===== src/rtl/regfile_pkg.sv =====
package regfile_pkg;
    typedef enum logic {
        BANK_MAIN   = 1'b0,
        BANK_SHADOW = 1'b1
    } bank_e;

    localparam int NSLOT   = 8;
    localparam int NBANKED = 4;

    localparam logic [2:0] SLOT_BC = 3'd0;
    localparam logic [2:0] SLOT_DE = 3'd1;
    localparam logic [2:0] SLOT_HL = 3'd2;
    localparam logic [2:0] SLOT_AF = 3'd3;
    localparam logic [2:0] SLOT_IX = 3'd4;
    localparam logic [2:0] SLOT_IY = 3'd5;
    localparam logic [2:0] SLOT_SP = 3'd6;
    localparam logic [2:0] SLOT_PC = 3'd7;

    localparam logic [2:0] OP_B = 3'd0;
    localparam logic [2:0] OP_C = 3'd1;
    localparam logic [2:0] OP_D = 3'd2;
    localparam logic [2:0] OP_E = 3'd3;
    localparam logic [2:0] OP_H = 3'd4;
    localparam logic [2:0] OP_L = 3'd5;
    localparam logic [2:0] OP_A = 3'd7;

    localparam logic [1:0] PFX_IX = 2'b01;
    localparam logic [1:0] PFX_IY = 2'b10;
endpackage


===== src/rtl/bank_fsm.sv =====
module bank_fsm
    import regfile_pkg::*;
(
    input  logic  clk,
    input  logic  rst_n,
    input  logic  swap_i,
    output bank_e bank_o
);
    bank_e state_q, state_d;

    always_comb begin
        state_d = state_q;
        unique case (state_q)
            BANK_MAIN:   if (swap_i) state_d = BANK_SHADOW;  // SWAP_TO_SHADOW
            BANK_SHADOW: if (swap_i) state_d = BANK_MAIN;    // SWAP_TO_MAIN
        endcase
    end

    always_ff @(posedge clk or negedge rst_n) begin
        if (!rst_n) state_q <= BANK_MAIN;
        else        state_q <= state_d;
    end

    always_comb bank_o = state_q;
endmodule


===== src/rtl/pair_reg.sv =====
module pair_reg #(
    parameter int BYTE_W = 8,
    parameter logic [2*BYTE_W-1:0] RST_VAL = '0
) (
    input  logic                clk,
    input  logic                rst_n,
    input  logic                we_hi,
    input  logic                we_lo,
    input  logic [2*BYTE_W-1:0] din,
    output logic [2*BYTE_W-1:0] q
);
    localparam int PAIR_W = 2 * BYTE_W;

    always_ff @(posedge clk or negedge rst_n) begin
        if (!rst_n) begin
            q <= RST_VAL;
        end else begin
            if (we_hi) q[PAIR_W-1:BYTE_W] <= din[PAIR_W-1:BYTE_W];
            if (we_lo) q[BYTE_W-1:0]      <= din[BYTE_W-1:0];
        end
    end
endmodule


===== src/rtl/regfile.sv =====
module regfile
    import regfile_pkg::*;
#(
    parameter int BYTE_W = 8
) (
    input  logic                clk,
    input  logic                rst_n,
    input  logic [1:0]          prefix_i,
    input  logic [2:0]          rd8_code_i,
    output logic [BYTE_W-1:0]   rd8_data_o,
    input  logic                wr8_en_i,
    input  logic [2:0]          wr8_code_i,
    input  logic [BYTE_W-1:0]   wr8_data_i,
    input  logic [2:0]          rd16_sel_i,
    output logic [2*BYTE_W-1:0] rd16_data_o,
    input  logic                wr16_en_i,
    input  logic [2:0]          wr16_sel_i,
    input  logic [2*BYTE_W-1:0] wr16_data_i,
    input  logic                swap_af_i,
    input  logic                swap_gen_i
);
    localparam int PAIR_W = 2 * BYTE_W;

    bank_e             af_bank, gen_bank;
    logic [PAIR_W-1:0] slot_q [NSLOT];
    logic [NSLOT-1:0]  we_hi, we_lo;
    logic [PAIR_W-1:0] wdata;
    logic [2:0]        hl_slot;

    bank_fsm u_af_bank  (.clk(clk), .rst_n(rst_n), .swap_i(swap_af_i),  .bank_o(af_bank));
    bank_fsm u_gen_bank (.clk(clk), .rst_n(rst_n), .swap_i(swap_gen_i), .bank_o(gen_bank));

    // H/L operand codes follow the prefix onto an index register
    always_comb begin
        unique case (prefix_i)
            PFX_IX:  hl_slot = SLOT_IX;
            PFX_IY:  hl_slot = SLOT_IY;
            default: hl_slot = SLOT_HL;
        endcase
    end

    // Write decode: a pair write wins over a byte write
    always_comb begin
        we_hi = '0;
        we_lo = '0;
        wdata = {wr8_data_i, wr8_data_i};
        if (wr16_en_i) begin
            we_hi[wr16_sel_i] = 1'b1;
            we_lo[wr16_sel_i] = 1'b1;
            wdata = wr16_data_i;
        end else if (wr8_en_i) begin
            case (wr8_code_i)
                OP_B:    we_hi[SLOT_BC] = 1'b1;
                OP_C:    we_lo[SLOT_BC] = 1'b1;
                OP_D:    we_hi[SLOT_DE] = 1'b1;
                OP_E:    we_lo[SLOT_DE] = 1'b1;
                OP_H:    we_hi[hl_slot] = 1'b1;
                OP_L:    we_lo[hl_slot] = 1'b1;
                OP_A:    we_hi[SLOT_AF] = 1'b1;
                default: ;
            endcase
        end
    end

    for (genvar s = 0; s < NSLOT; s++) begin : g_slot
        localparam logic [PAIR_W-1:0] RV =
            (s == int'(SLOT_AF) || s == int'(SLOT_SP)) ? {PAIR_W{1'b1}} : {PAIR_W{1'b0}};
        if (s < NBANKED) begin : g_banked
            logic              live_shadow;
            logic [PAIR_W-1:0] q_bank [2];
            assign live_shadow = (s == int'(SLOT_AF)) ? (af_bank == BANK_SHADOW)
                                                      : (gen_bank == BANK_SHADOW);
            for (genvar b = 0; b < 2; b++) begin : g_copy
                logic sel_b;
                assign sel_b = (live_shadow == (b == 1));
                pair_reg #(.BYTE_W(BYTE_W), .RST_VAL(RV)) u_pair (
                    .clk(clk), .rst_n(rst_n),
                    .we_hi(we_hi[s] && sel_b), .we_lo(we_lo[s] && sel_b),
                    .din(wdata), .q(q_bank[b])
                );
            end
            assign slot_q[s] = live_shadow ? q_bank[1] : q_bank[0];
        end else begin : g_single
            pair_reg #(.BYTE_W(BYTE_W), .RST_VAL(RV)) u_pair (
                .clk(clk), .rst_n(rst_n),
                .we_hi(we_hi[s]), .we_lo(we_lo[s]),
                .din(wdata), .q(slot_q[s])
            );
        end
    end

    assign rd16_data_o = slot_q[rd16_sel_i];

    always_comb begin
        case (rd8_code_i)
            OP_B:    rd8_data_o = slot_q[SLOT_BC][PAIR_W-1:BYTE_W];
            OP_C:    rd8_data_o = slot_q[SLOT_BC][BYTE_W-1:0];
            OP_D:    rd8_data_o = slot_q[SLOT_DE][PAIR_W-1:BYTE_W];
            OP_E:    rd8_data_o = slot_q[SLOT_DE][BYTE_W-1:0];
            OP_H:    rd8_data_o = slot_q[hl_slot][PAIR_W-1:BYTE_W];
            OP_L:    rd8_data_o = slot_q[hl_slot][BYTE_W-1:0];
            OP_A:    rd8_data_o = slot_q[SLOT_AF][PAIR_W-1:BYTE_W];
            default: rd8_data_o = '0;
        endcase
    end
endmodule


===== config.mk =====
export PLATFORM = sky130hd
export DESIGN_NAME = regfile
export DESIGN_NICKNAME = d
export VERILOG_FILES = /design/src/rtl/regfile_pkg.sv /design/src/rtl/bank_fsm.sv /design/src/rtl/pair_reg.sv /design/src/rtl/regfile.sv
export SDC_FILE = /design/constraint.sdc
export NUM_CORES = 1
export LEC_CHECK = 0
export BUFFER_PORTS_ARGS = -buffer_cell sky130_fd_sc_hd__buf_2
export CORE_MARGIN = 4
export CORE_UTILIZATION = 50
export DETAILED_ROUTE_END_ITERATION = 8
export PLACE_DENSITY = 0.68
export SYNTH_ARGS = -nofsm -noshare
export SYNTH_HDL_FRONTEND = slang
export SYNTH_SLANG_ARGS = --single-unit

===== constraint.sdc =====
create_clock -name clk -period 2.4 [get_ports clk]
set_clock_uncertainty 0.05 [all_clocks]
set_input_delay 0.12 -clock clk [delete_from_list [all_inputs] [get_ports clk]]
set_output_delay 0.12 -clock clk [all_outputs]
set_load 0.02 [all_outputs]

# Word level (Yosys, flattened, before mapping)
# Cells that the tools add are included.
[classes] n_reduce_logical=20 n_lt_le_gt_ge=6 muxes=35 eq_ne=14 bitwise=4
[op_table] cell="16-bit 2-to-1 mux" count=9
[op_table] cell="16-bit binary-select mux with 3-bit select" count=2
[op_table] cell="8-bit case mux with 7 select lines" count=1
[op_table] cell="8-bit 2-to-1 mux" count=4
[op_table] cell="3-bit equality test, second input constant" count=6
[op_table] cell="1-bit logical AND" count=18
[op_table] cell="1-bit case mux with 2 select lines" count=7
[op_table] cell="3-bit by 2-bit equality test with 1-bit output, second input constant" count=4
[op_table] cell="4-bit >= comparator, second input constant" count=2
[op_table] cell="3-bit by 4-bit < comparator with 1-bit output, second input constant" count=2
[op_table] cell="3-bit NOT with 4-bit output" count=2
[op_table] cell="1-bit 2-to-1 mux" count=7
[op_table] cell="1-bit demux with 3-bit select" count=2
[op_table] cell="3-bit by 1-bit equality test with 1-bit output, second input constant" count=2
[op_table] cell="3-bit by 1-bit >= comparator with 1-bit output, second input constant" count=2
[op_table] cell="3-bit logical NOT" count=2
[op_table] cell="6-bit 2-to-1 mux" count=1
[op_table] cell="3-bit case mux with 2 select lines" count=1
[op_table] cell="4-bit 2-to-1 mux" count=1
[op_table] cell="2-bit by 1-bit equality test with 1-bit output, second input constant" count=1
[op_table] cell="2-bit equality test, second input constant" count=1
[op_table] cell="1-bit NOT" count=2
[word_totals] register_bits=194 output_inout_bits=24 inputBits=44 elab_cells=105

# Depth between registers and ports, before layout
[logic_depth] word_depth=10 ltp_mapped=8 depth_no_buf=6

# Hierarchy
# Synthesis repeated with hierarchy kept, for this count alone.
[hier_totals] cells_unflattened=815 area_unflattened_um2=11400.9
[modules_own_cells] mod="pair_reg (g_slot[0].g_banked.g_copy[0].u_pair ...)" n_inst=9 seq_area_each_um2=400.4 cells_per_inst=34 area_each_um2=663.1
[modules_own_cells] mod="regfile" n_inst=1 seq_area_each_um2=0.0 cells_per_inst=403 area_each_um2=3315.7
[modules_own_cells] mod="pair_reg (g_slot[3].g_banked.g_copy[0].u_pair ...)" n_inst=3 seq_area_each_um2=420.4 cells_per_inst=34 area_each_um2=683.2
[modules_own_cells] mod="bank_fsm" n_inst=2 seq_area_each_um2=25.0 cells_per_inst=2 area_each_um2=33.8

# Worst setup path after synthesis
# OpenSTA, ideal clock, no wires.
[synth_path] kind="register -> output" from="register u_gen_bank.state_q, in the netlist u_gen_bank.bank_o" to="output port rd16_data_o[15]" t_required_ns=2.230 t_arrival_ns=1.769 stages_incl_launch_ff=7 n_path_buf=3 path_slack_ns=0.461 path_cell_list="dfrtp_1 -> buf_6 -> buf_4 -> buf_4 -> mux2i_1 -> mux4_2 -> a21oi_1"
[synth_via] elab_chain_cells=4 elab_cells_between_ends=6 cone_classes="mux (6)"
[synth_lines] item="start: declaration" line="bank_fsm.sv:9" rtl="bank_e state_q, state_d;"
[synth_lines] item="start signal: assignment" line="bank_fsm.sv:21" rtl="else state_q <= state_d;"
[synth_lines] item="16-bit 2-to-1 mux" line="regfile.sv:82" rtl="assign slot_q[s] = live_shadow ? q_bank[1] : q_bank[0];"
[synth_lines] item="16-bit binary-select mux with 3-bit select *" line="regfile.sv:92" rtl="assign rd16_data_o = slot_q[rd16_sel_i];"
[synth_lines] item="16-bit 2-to-1 mux (implied by the code) * (2 in a row)" line="regfile.sv:92"
[synth_lines] item="end: declaration" line="regfile.sv:15" rtl="output logic [2*BYTE_W-1:0] rd16_data_o,"
# Mark *: on every way between the ends. The rest lies on a longest branch, timed or not. The select of a mux whose other input is x is not followed.

# Worst setup path after layout
[layout_path] from="register u_gen_bank.state_q, in the netlist u_gen_bank.bank_o" to="output port rd8_data_o[6]"
[layout_via] elab_chain_cells=5 elab_cells_between_ends=7 cone_classes="mux (7)"
[layout_lines] item="16-bit 2-to-1 mux" line="regfile.sv:82"
[layout_lines] item="16-bit binary-select mux with 3-bit select" line="regfile.sv:100, regfile.sv:101"
[layout_lines] item="16-bit 2-to-1 mux (implied by the code) (2 in a row)" line="regfile.sv:101" rtl="OP_L: rd8_data_o = slot_q[hl_slot][BYTE_W-1:0];"
[layout_lines] item="8-bit case mux with 7 select lines *" line="regfile.sv:95" rtl="case (rd8_code_i)"
[layout_lines] item="end: declaration" line="regfile.sv:10" rtl="output logic [BYTE_W-1:0] rd8_data_o,"
# Marked as above.

==> flow_metrics.env <==
export IMPL_postRouteWirelength_um=27200
export IMPL_rsz0062_at_grt="yes"
export IMPL_outcome="finished with violations"
export IMPL_crit_type="reg -> out"
export IMPL_die_h_um=153
export IMPL_ys_async_sr_fraction=1.00
export IMPL_syn_nets=823
export IMPL_power_switching_uw=4760
export IMPL_fin_ws_ns=-0.231
export IMPL_grt_pass1_vias=7324
export IMPL_startpoint="u_gen_bank.bank_o"
export IMPL_fp_dieW_um=153
export IMPL_powerDensity_mw_per_mm2=1200
export IMPL_max_cap_violations=0
export IMPL_detail_route_wl_per_cell_um=24.2
export IMPL_violations="negative setup slack"
export IMPL_whs_ns=0.214
export IMPL_power_frac_seq=0.400
export IMPL_cts_tree="built"
export IMPL_relSlewSlack=0.370
export IMPL_cts_max_path_buffers=2
export IMPL_irDropWorstVdd_v=0.000563
export IMPL_yosys_warnings=0
export IMPL_worstSetupStartpointType="flip-flop"
export IMPL_worstSkewPairLatency_ns=0.43
export IMPL_port_buffers=67
export IMPL_grt_overflow_total=0
export IMPL_drcViolationCount=0
export IMPL_synth_ff_type="dfrtp_1"
export IMPL_rows=52
export IMPL_core_area_mm2=0.0204
export IMPL_die_area_mm2=0.0234
export IMPL_antenna_found_initial=0
export IMPL_synth_top_area_share=0.347
export IMPL_ys_ff_latch=194
export IMPL_syn_inst=776
export IMPL_finalWeightedCongestion=0.923
export IMPL_internal_power_uw=9620
export IMPL_yosysTopAreaCell="dfrtp_1"
export IMPL_final_min_clock_period_ns=2.63
export IMPL_dp_hpwl_um=19000
export IMPL_htree_num_levels=4
export IMPL_leakage_uw=0.00510
export IMPL_max_freq_ghz=0.380
export IMPL_post_route_period_util=1.10
export IMPL_vias=6853
export IMPL_worst_slew_pin_slew_ns=0.943
export IMPL_synth_area_per_cell_um2=13.6
export IMPL_initial_core_util=0.515
export IMPL_yosysSeqAreaShare=0.467
export IMPL_slew_viol_final=0
export IMPL_switching_share=0.331
export IMPL_grt_first_pass_wirelength_um=42700
export IMPL_cp_arrival_ns=2.46
export IMPL_setup_viol=23
export IMPL_cts_buffers=17
export IMPL_grt_max_degree=79
export IMPL_cts_num_sinks=194
export IMPL_dr_pass1_iters=5
export IMPL_min_path_type="in -> async"
export IMPL_ctsRootBufferMaster="clkbuf_16"
export IMPL_power_frac_comb=0.409
export IMPL_synth_area_leaders="dfrtp_1, mux2_2, dfstp_2"
export IMPL_dp_slack_ns=0.165
export IMPL_layout_nets=888
export IMPL_syn_area_mm2=0.0105
export IMPL_hold_viol_final=0
export IMPL_regToRegStartpoint="u_gen_bank.bank_o"
export IMPL_synth_edf_count=0
export IMPL_end_kind="output pin"
export IMPL_postRouteAntennaNets=0
export IMPL_clkPwrFrac=0.191
export IMPL_crit_required_ns=2.23
export IMPL_drt_iter0_markers=570
export IMPL_diodes=0
export IMPL_viasPerCell=6.10
export IMPL_ioPinCount=68
export IMPL_area_growth_synth_to_final_pct=14.3
export IMPL_clk_pin_slew_worst_paths_ns=0.07
export IMPL_drive_above_1_share=0.602
export IMPL_path_max_fanout=5
export IMPL_grt_util_all_layers=0.235
export IMPL_ys_types=49
## worst paths after layout
path,end,depth (start not counted),slack (ns)
hold / removal,g_slot[4].g_single.u_pair.q[0],2,0.21
hold reg to reg,g_slot[7].g_single.u_pair.q[15],1,0.46
setup / recovery,rd8_data_o[6],7,-0.23
setup reg to reg,g_slot[1].g_banked.g_copy[0].u_pair.q[14],4,0.52
max in group asynchronous,g_slot[3].g_banked.g_copy[1].u_pair.q[1],3,1.26
min in group clk,g_slot[1].g_banked.g_copy[1].u_pair.q[3],4,0.29
## routing by layer
metal | share of wire | wire, µm | track usage | vias up
li1 | - | - | - | 3002
met1 | 0.42 | 11400 | 0.313 | 3546
met2 | 0.50 | 13500 | 0.387 | 242
met3 | 0.061 | 1660 | 0.0563 | 63
met4 | 0.024 | 660 | 0.0666 | 0
met5 | 0 | 0 | 0 | -
## cells by family after synthesis
kind of cell | count (synthesis) | synth area share
adders and majority gates | 3 | 0.00357
AOI/OAI and AO/OA | 58 | 0.0368
muxes | 323 | 0.400
xor gates and xnor gates | 2 | 0.00167
and+or+nand+nor | 128 | 0.0597
DFF | 194 | 0.467
buffers and inverters | 68 | 0.0306
## state kept, by name, indices dropped and copies added, names as in the netlist
name                             count
g_slot.g_banked.g_copy.u_pair.q    128
g_slot.g_single.u_pair.q            64
u_af_bank.bank_o                     1
u_gen_bank.bank_o                    1
## area by class of cell
class / count / area (µm²)
Clock inverter: 15 / 136
Fill cell: 1616 / 8410
Inverter: 8 / 30.0
Multi-Input combinational cell: 514 / 5350
Timing Repair Buffer: 106 / 822
Sequential cell: 194 / 4920
Clock buffer: 17 / 425
Tap cell: 270 / 338
## cell usage in the layout (no fill, tap or decap), drive strengths merged, types with 2 or more instances in the layout
cell	synthesis	final
a211oi	4	4
a21o	2	2
a21oi	9	9
a22oi	8	8
a31oi	6	6
buf	35	100
clkbuf	25	19
clkinv	0	3
dfrtp	146	146
dfstp	48	48
dlygate4sd3	0	3
ha	3	3
inv	8	19
mux2	251	251
mux2i	19	19
mux4	53	53
nand2	53	53
nand2b	13	13
nand3	2	2
nand3b	2	2
nor2	37	37
nor2b	7	7
nor3b	2	2
nor4bb	2	2
o211ai	7	7
o21a	2	2
o21ai	16	16
xor2	2	2
## worst max-delay path, cell delays in order, from the launching register on
cell      delay [ns]
dfrtp_4         0.49
buf_6           0.14
buf_12          0.13
mux2_4          0.28
mux4_2          0.47
a22oi_2         0.16
o211ai_1        0.16
buf_4           0.20
## power groups by stage
stage / Sequential [µW] / Combinational, µW / Clock [µW]
after floorplan: 5380 / 4100 / 0
after global placement: 5690 / 5110 / 0
final: 5740 / 5880 / 2750
after global routing: 5890 / 6270 / 2950
after detailed placement: 5790 / 5290 / 0
after CTS: 5710 / 5710 / 2790
## synth_stat cells (all sizes together), types with 3 or more instances
cell and instances:
nor2 37, nand2b 13, mux2 251, a211oi 4, a31oi 6, inv 8, ha 3, a21oi 9
mux4 53, clkbuf 25, o21ai 16, buf 35, a22oi 8, nand2 53, mux2i 19, o211ai 7
nor2b 7, dfrtp 146, dfstp 48
## what timing repair did
| action | CTS | global route |
|---|---|---|
| setup endpoints to repair | 23 | 24 |
| gates resized for setup | 24 | 12 |
| buffers inserted | 7 | 3 |
| cloned | 1 | 1 |
| hold buffers | 3 | 0 |
| pin swaps | 3 | 7 |
| hold endpoints to repair | 53 | 0 |
## per-stage QoR
stage / power [µW] / instances / instance area [µm²] / util / setup TNS, ns
floorplan: 9490 / 776 / 10500 / - / 0
global placement: 10800 / 1077 / 11200 / 0.547 / 0
detailed placement: 11100 / 1077 / 11200 / 0.547 / 0
CTS: 14200 / 1120 / 11900 / 0.584 / -4.01
global route: 15100 / 1124 / 12000 / 0.588 / -5.19
finish: 14400 / 1124 / 12000 / 0.588 / -3.49
No activity file was read; power rests on OpenSTA's default activity.
